==> src/rtl/beat_pkg.sv <==
package beat_pkg;

  typedef enum logic [1:0] {
    MODE_RUN   = 2'd0,
    MODE_HALT  = 2'd1,
    MODE_GRANT = 2'd2
  } beat_mode_e;

  // Index of the ring position that feeds position idx on a step.
  function automatic int unsigned feeder_index(input int unsigned idx,
                                               input int unsigned n);
    return (idx + n - 1) % n;
  endfunction

endpackage

==> src/rtl/beat_ring.sv <==
module beat_ring #(
  parameter int unsigned NUM_BEATS = 4,
  parameter int unsigned WAIT_BEAT = 2
) (
  input  logic                 clk,
  input  logic                 rst_n,
  input  logic                 step,
  input  logic                 restart,
  input  logic                 blank,
  output logic [NUM_BEATS-1:0] beat_o,
  output logic                 at_wait,
  output logic                 at_last
);
  import beat_pkg::*;

  localparam int unsigned LAST_BEAT = NUM_BEATS - 1;

  logic [NUM_BEATS-1:0] ring_q;

  for (genvar i = 0; i < NUM_BEATS; i++) begin : g_stage
    localparam int unsigned SRC = feeder_index(i, NUM_BEATS);
    localparam logic RST_VAL = (i == 0);
    logic nxt;
    always_comb begin
      if (blank)        nxt = 1'b0;
      else if (restart) nxt = RST_VAL;
      else if (step)    nxt = ring_q[SRC];
      else              nxt = ring_q[i];
    end
    always_ff @(posedge clk or negedge rst_n) begin
      if (!rst_n) ring_q[i] <= RST_VAL;
      else        ring_q[i] <= nxt;
    end
  end

  assign beat_o  = ring_q;
  assign at_wait = ring_q[WAIT_BEAT];
  assign at_last = ring_q[LAST_BEAT];


  ring_onehot0_chk: assert property (@(posedge clk) disable iff (!rst_n)
    $onehot0(ring_q))
    else $error("ring holds more than one beat");

endmodule

==> src/rtl/beat_run_ctrl.sv <==
module beat_run_ctrl (
  input  logic               clk,
  input  logic               rst_n,
  input  logic               run_i,
  input  logic               end_i,
  input  logic               dma_req_i,
  input  logic               mem_ready_i,
  input  logic               at_wait,
  input  logic               at_last,
  output logic               step,
  output logic               restart,
  output logic               blank,
  output beat_pkg::beat_mode_e mode_o
);
  import beat_pkg::*;

  beat_mode_e mode_q, mode_d;
  logic       stop_q, stop_d;

  // Named internal events
  logic running, halted, granted;
  logic stop_req;     // end seen with run low in this cycle
  logic stop_now;     // a stop is pending for this sequence
  logic wait_hold;    // T2 stretched by memory
  logic boundary;     // T3 active, sequence ends on this edge
  logic take_bus;     // yield at boundary or from halt
  logic take_stop;    // halt at boundary

  assign running   = (mode_q == MODE_RUN);
  assign halted    = (mode_q == MODE_HALT);
  assign granted   = (mode_q == MODE_GRANT);
  assign stop_req  = running && end_i && !run_i;
  assign stop_now  = stop_q || stop_req;
  assign wait_hold = running && at_wait && !mem_ready_i;
  assign boundary  = running && at_last;
  assign take_bus  = (boundary || halted) && dma_req_i;
  assign take_stop = boundary && !dma_req_i && stop_now;

  always_comb begin
    mode_d = mode_q;
    stop_d = stop_q;
    unique case (mode_q)
      MODE_RUN: begin
        if (boundary) begin
          stop_d = 1'b0;
          if (take_bus)       mode_d = MODE_GRANT;
          else if (take_stop) mode_d = MODE_HALT;
        end else begin
          stop_d = stop_now;
        end
      end
      MODE_HALT: begin
        if (dma_req_i)  mode_d = MODE_GRANT;
        else if (run_i) mode_d = MODE_RUN;
      end
      MODE_GRANT: begin
        if (!dma_req_i) mode_d = MODE_RUN;
      end
      default: mode_d = MODE_HALT;
    endcase
  end

  always_ff @(posedge clk or negedge rst_n) begin
    if (!rst_n) begin
      mode_q <= MODE_RUN;
      stop_q <= 1'b0;
    end else begin
      mode_q <= mode_d;
      stop_q <= stop_d;
    end
  end

  assign step    = running && !wait_hold;
  assign blank   = take_bus || take_stop;
  assign restart = (halted && !dma_req_i && run_i) || (granted && !dma_req_i);
  assign mode_o  = mode_q;


  wait_repeat_chk: assert property (@(posedge clk) disable iff (!rst_n)
    (running && at_wait && !mem_ready_i) |=> at_wait)
    else $error("T2 did not repeat while memory busy");


  no_early_wrap_chk: assert property (@(posedge clk) disable iff (!rst_n)
    (running && !at_last && !at_wait) |=> !at_wait || !at_last)
    else $error("ring jumped");

endmodule

==> src/rtl/machine_beat_gen.sv <==
module machine_beat_gen #(
  parameter int unsigned NUM_BEATS = 4,
  parameter int unsigned WAIT_BEAT = 2
) (
  input  logic                 clk,
  input  logic                 rst_n,
  input  logic                 run_en,
  input  logic                 end_strobe,
  input  logic                 dma_req,
  input  logic                 mem_ready,
  output logic [NUM_BEATS-1:0] beat,
  output logic                 bus_grant
);
  import beat_pkg::*;

  logic       step, restart, blank, at_wait, at_last;
  beat_mode_e mode;

  beat_run_ctrl u_ctrl (
    .clk         (clk),
    .rst_n       (rst_n),
    .run_i       (run_en),
    .end_i       (end_strobe),
    .dma_req_i   (dma_req),
    .mem_ready_i (mem_ready),
    .at_wait     (at_wait),
    .at_last     (at_last),
    .step        (step),
    .restart     (restart),
    .blank       (blank),
    .mode_o      (mode)
  );

  beat_ring #(
    .NUM_BEATS (NUM_BEATS),
    .WAIT_BEAT (WAIT_BEAT)
  ) u_ring (
    .clk     (clk),
    .rst_n   (rst_n),
    .step    (step),
    .restart (restart),
    .blank   (blank),
    .beat_o  (beat),
    .at_wait (at_wait),
    .at_last (at_last)
  );

  assign bus_grant = (mode == MODE_GRANT);

  // Named events for the checks
  logic is_running, is_halted;
  assign is_running = (mode == MODE_RUN);
  assign is_halted  = (mode == MODE_HALT);


  run_onehot_chk: assert property (@(posedge clk) disable iff (!rst_n)
    is_running |-> $onehot(beat))
    else $error("running without exactly one beat");


  idle_dark_chk: assert property (@(posedge clk) disable iff (!rst_n)
    !is_running |-> (beat == '0))
    else $error("beat active while idle");


  dma_yield_chk: assert property (@(posedge clk) disable iff (!rst_n)
    (is_running && at_last && dma_req) |=> (bus_grant && beat == '0))
    else $error("DMA not granted at boundary");


  dma_resume_chk: assert property (@(posedge clk) disable iff (!rst_n)
    (bus_grant && !dma_req) |=> (!bus_grant && beat[0]))
    else $error("no restart at T0 after grant");


  halt_resume_chk: assert property (@(posedge clk) disable iff (!rst_n)
    (is_halted && run_en && !dma_req) |=> beat[0])
    else $error("no restart at T0 after halt");


  halt_yield_chk: assert property (@(posedge clk) disable iff (!rst_n)
    (is_halted && dma_req) |=> bus_grant)
    else $error("DMA not granted from halt");

endmodule

==> config.mk <==
export PLATFORM = sky130hd
export DESIGN_NAME = machine_beat_gen
export DESIGN_NICKNAME = d
export VERILOG_FILES = /design/src/rtl/beat_pkg.sv /design/src/rtl/beat_ring.sv /design/src/rtl/beat_run_ctrl.sv /design/src/rtl/machine_beat_gen.sv
export SDC_FILE = /design/constraint.sdc
export NUM_CORES = 1
export LEC_CHECK = 0
export BUFFER_PORTS_ARGS = -buffer_cell sky130_fd_sc_hd__clkbuf_2
export CORE_MARGIN = 1
export CORE_UTILIZATION = 26
export CTS_CLUSTER_SIZE = 8
export DETAILED_ROUTE_END_ITERATION = 10
export PLACE_DENSITY = 0.44
export SLEW_MARGIN = 40
export SYNTH_ARGS = -nofsm -noshare
export SYNTH_HDL_FRONTEND = slang
export SYNTH_HIERARCHICAL = 1
export SYNTH_SLANG_ARGS = --single-unit
==> constraint.sdc <==
create_clock -name clk -period 2.3 [get_ports clk]
set_input_delay 0.23 -clock clk [delete_from_list [all_inputs] [get_ports clk]]
set_output_delay 0.23 -clock clk [all_outputs]
set_load 0.03 [all_outputs]
* Word-level counts from Yosys, hierarchy flattened *
Index checks and enable logic that the tools add are counted.

word-level totals
  bits in registers = 7
  input bits = 6
  output and inout bits = 5
  logic and storage cells = 55

operators by class
  eq/ne operators = 6
  multiplexer cells = 20
  reductions and logical operators = 23

operators by type and width
  operator                                              count
  2-to-1 mux 1 bit                                      13
  logical AND 1 bit                                     12
  2-to-1 mux 2 bit                                      6
  inequality test 3 bit (second input constant)         2
  case mux 2 bit (3 select lines)                       1
  zero test 1 bit                                       4
  logical OR 1 bit                                      4
  inequality test 2 bit (second input constant)         2
  AND reduction 4 bit                                   1
  nonzero test 3 bit                                    1
  equality test 2 x 1 -> 1 bit (second input constant)  1
  equality test 2 bit (second input constant)           1
  zero test 2 bit                                       1

* Longest topological paths before layout *
  word-level depth = 9
  gate-level depth with buffers = 5
  gate-level depth less buffers = 4

* Modules after synthesis *
The synthesis kept the hierarchy.

modules (own cells, without submodules)
  module            instances  cells each  area each (µm²)  seq. area each (µm²)
  beat_run_ctrl     1          23          193.9            75.1
  beat_ring         1          16          185.2            101.3
  machine_beat_gen  1          1           13.8             0.0

* Worst setup path before layout *
No wires, ideal clock.

  path type = register to register
  start point = register u_ctrl.mode_q[0], in the netlist u_ctrl/mode_o[0]
  end point = register u_ring.ring_q[2], in the netlist u_ring/at_wait
  arrival = 1177 ps
  slack = 991 ps
  cell stages (with the launch flop) = 6
  buffers on the path = 1
  path through = dfrtp_1 > nor2_2 > a21boi_2 > clkbuf_2 > mux2i_1 > nor3_1

RTL lines
  what                                     RTL line                source
  start: declaration                       beat_run_ctrl.sv:17     beat_mode_e mode_q, mode_d;
  start signal: assignment                 beat_run_ctrl.sv:68     mode_q <= mode_d;
  zero test 2 bit (*)                      beat_run_ctrl.sv:29     assign running = (mode_q == MODE_RUN);
  logical AND 1 bit (2 in a row)           beat_run_ctrl.sv:34     assign wait_hold = running && at_wait && !mem_ready_i;
  zero test 1 bit                          beat_run_ctrl.sv:73     assign step = running && !wait_hold;
  logical AND 1 bit (*)                    beat_run_ctrl.sv:73
  via step                                 machine_beat_gen.sv:16  logic step, restart, blank, at_wait, at_last;
  nonzero test 3 bit (no source line) (*)  --
  end signal: indexed assignment           beat_ring.sv:32         else ring_q[i] <= nxt;
  end: declaration                         beat_ring.sv:18         logic [NUM_BEATS-1:0] ring_q;

The timed path passes the listed nets; every way through them passes the cells marked *.
A chain may end at the register's enable or synchronous reset.

* Final worst setup path *
  start point = register u_ctrl.mode_q[0], in the netlist u_ctrl/mode_o[0]
  end point = register u_ring.ring_q[1], in the netlist u_ring/beat_o[1]

The elaborated chain is that of the path after synthesis.

==> impl_metrics.env <==
export IMPL_finalCritPeriodShare=0.627
export IMPL_end_kind="flip-flop"
export IMPL_setup_ws_ns=0.859
export IMPL_grt_pass1_vias=283
export IMPL_hold_class="in2reg"
export IMPL_synth_seq_cells=7
export IMPL_die_h_um=40.9
export IMPL_chipWidth_um=40.9
export IMPL_wl_met2_um=349
export IMPL_drive_above_1_share=0.346
export IMPL_syn_num_nets=46
export IMPL_avgSynthCellArea_um2=9.82
export IMPL_seq_area_um2=176
export IMPL_gp_congestion=0.782
export IMPL_start_util=0.291
export IMPL_drt_iter0_drc=1
export IMPL_num_vias=303
export IMPL_startpoint_type="flip-flop"
export IMPL_antennaDiodeCount=0
export IMPL_numClockSinks=7
export IMPL_rows=13
export IMPL_grt_pass1_wl_mm=1.12
export IMPL_grt_overflow_total=0
export IMPL_drv_slew=0
export IMPL_dr_pass1_iters=2
export IMPL_crit_type="reg2reg"
export IMPL_cts_root_buffer="clkbuf_4"
export IMPL_wl_met3_um=43
export IMPL_cts_tree="built"
export IMPL_rsz0062_at_grt="no"
export IMPL_yosysSeqAreaShare=0.449
export IMPL_worst_slew_pin_slew_ns=0.315
export IMPL_synth_top_cell_by_area="dfrtp_1"
export IMPL_wl_per_cell_um=10.7
export IMPL_hpwl_um=584
export IMPL_clk_latency_ns=0.25
export IMPL_syn_area_um2=393
export IMPL_yosys_warnings=6
export IMPL_h_tree_depth=1
export IMPL_setup_viol=0
export IMPL_max_freq_mhz=694
export IMPL_relSlewSlack=0.790
export IMPL_clockBufferDepth=2
export IMPL_fill_cells=146
export IMPL_ant_nets=0
export IMPL_area_growth_pct=21.7
export IMPL_yosysTopAreaCellShare=0.382
export IMPL_fin_crit_ns=1.44
export IMPL_antenna_found_initial=0
export IMPL_viasPerCell=4.52
export IMPL_netlist_cell_type_count=20
export IMPL_finalHoldViolCount=0
export IMPL_port_buffers=10
export IMPL_met1Wirelength_um=327
export IMPL_skew_ns=0.00790
export IMPL_routed_top_layer="met3"
export IMPL_cap_violations=0
export IMPL_clkTransAtPathRegs_ns=0.05
export IMPL_dieArea_um2=1670
export IMPL_multi_input_area_um2=189
export IMPL_grt_max_degree=9
export IMPL_p_leak_nw=0.238
export IMPL_power_density_nw_per_um2=1330
export IMPL_dp_slack_ns=0.875
export IMPL_wirelength_um=719
export IMPL_fin_tns_setup_ns=0
export IMPL_peakVddDrop_mv=0.445
export IMPL_drc=0
export IMPL_cp_max_fo=8
export IMPL_worstPathRequired_ns=2.41
export IMPL_cts_made_buffers=3
export IMPL_grt_usage=0.101
export IMPL_layout_nets=59
export IMPL_run_status="finished, final reports clean"
export IMPL_synthTopCellsByArea="dfrtp_1 38%, mux2i_1 13%, dfstp_2 6.7%"
export IMPL_cts_resized_gates=0
export IMPL_core_um2=1350
export IMPL_netlist_instances=40
export IMPL_cp_arrival_ns=1.55
export IMPL_ios=11
-- Yosys cell counts --
| cell | instances |
|---|---|
| o211ai_1 | 1 |
| a21boi_2 | 1 |
| mux2i_1 | 5 |
| a21oi_1 | 4 |
| nand2b_1 | 1 |
| o21ai_1 | 1 |
| o21ai_0 | 1 |
| nor2_2 | 1 |
| nor3_1 | 5 |
| inv_1 | 2 |
| nand3b_1 | 1 |
| dfrtp_1 | 6 |
| buf_4 | 2 |
| nand2_1 | 2 |
| dfstp_2 | 1 |
| nor2b_4 | 1 |
| nor2_1 | 2 |
| nor3_2 | 1 |
| clkbuf_2 | 1 |
| nor2b_1 | 1 |
-- worst paths after layout --
path | cells after the start | start | to | slack (ns)
max | 4 | u_ctrl/mode_o[0]$_DFFE_PN0P_ | u_ring/beat_o[1]$_DFFE_PN0P_ | 0.86
min | 3 | dma_req | u_ctrl/mode_o[1]$_DFFE_PN0P_ | 0.25
max reg2reg | 4 | u_ctrl/mode_o[0]$_DFFE_PN0P_ | u_ring/beat_o[1]$_DFFE_PN0P_ | 0.86
min reg2reg | 2 | u_ctrl/stop_q$_DFFE_PN0N_ | u_ctrl/stop_q$_DFFE_PN0N_ | 0.57
max in group asynchronous | 2 | rst_n | u_ring/beat_o[0]$_DFFE_PN1P_ | 1.72
min in group asynchronous | 2 | rst_n | u_ctrl/mode_o[1]$_DFFE_PN0P_ | 0.34
-- kinds of logic (layout without fill, tap and decap cells) --
kind of cell    Yosys count  in the layout  synth area share
simple gates             15             15             0.229
compound gates            8              8             0.124
buf+inv                   5             17            0.0700
flops                     7              7             0.449
mux                       5              5             0.127
-- layer usage --
metal	vias to the layer above	global-route usage
met1	136	0.138
met4	0	0.0500
met5	-	0
met3	0	0.0163
met2	6	0.152
li1	161	-
-- flip-flops by register name, summed over array words and instances (netlist names) --
name,count
u_ctrl/mode_o,2
u_ctrl/stop_q,1
u_ring/at_last,1
u_ring/at_wait,1
u_ring/beat_o,2
-- critical path, cell delays in order (launching register included) --
cell and delay (ns):
dfrtp_1 0.48, nor2_2 0.21, a21boi_2 0.32, mux2i_1 0.23
nor3_1 0.07
-- layout make-up --
cell class,count,share of cell area
multi-input cells,28,0.395
repair buffers,11,0.126
inverters,2,0.0157
clock buffers,4,0.0550
flip-flops and latches,7,0.369
well taps,15,0.0393
-- timing repair --
action	in CTS	in global routing
hold buffers	1	0
buffers inserted	0	0
hold endpoints to repair	6	0
-- where the power goes --
part	switching [W]	total, W	internal [W]	leakage (nW)
combinational	0.000173	0.000298	0.000125	0.134
sequential	0.0000603	0.000231	0.000170	0.0888
clock	0.0000418	0.000108	0.0000660	0.0150
total	0.000275	0.000637	0.000361	0.238
-- cell usage in the layout, fill, tap and decap left out --
| cell type | n |
|---|---|
| a21boi_2 | 1 |
| a21oi_1 | 4 |
| clkbuf_1 | 1 |
| clkbuf_2 | 10 |
| clkbuf_4 | 3 |
| dfrtp_1 | 6 |
| dfstp_2 | 1 |
| dlygate4sd3_1 | 1 |
| inv_1 | 2 |
| mux2i_1 | 5 |
| nand2_1 | 2 |
| nand2b_1 | 1 |
| nand3b_1 | 1 |
| nor2_1 | 2 |
| nor2_2 | 1 |
| nor2b_1 | 1 |
| nor2b_4 | 1 |
| nor3_1 | 5 |
| nor3_2 | 1 |
| o211ai_1 | 1 |
| o21ai_0 | 1 |
| o21ai_1 | 1 |
-- metrics by stage --
step	hold WS (ns)	total power (W)	util	cell area, um^2	cells
6_report	0.247	0.000637	0.354	478	67
5_1_grt	0.269	0.000689	0.354	478	67
4_1_cts	0.241	0.000644	0.354	478	67
3_5_place_dp	0.0739	0.000532	0.327	442	62
3_3_place_gp	0.0729	0.000528	0.327	442	62
2_1_floorplan	-0.0656	0.000480	-	393	40
Power figures use the tool's default switching activity.
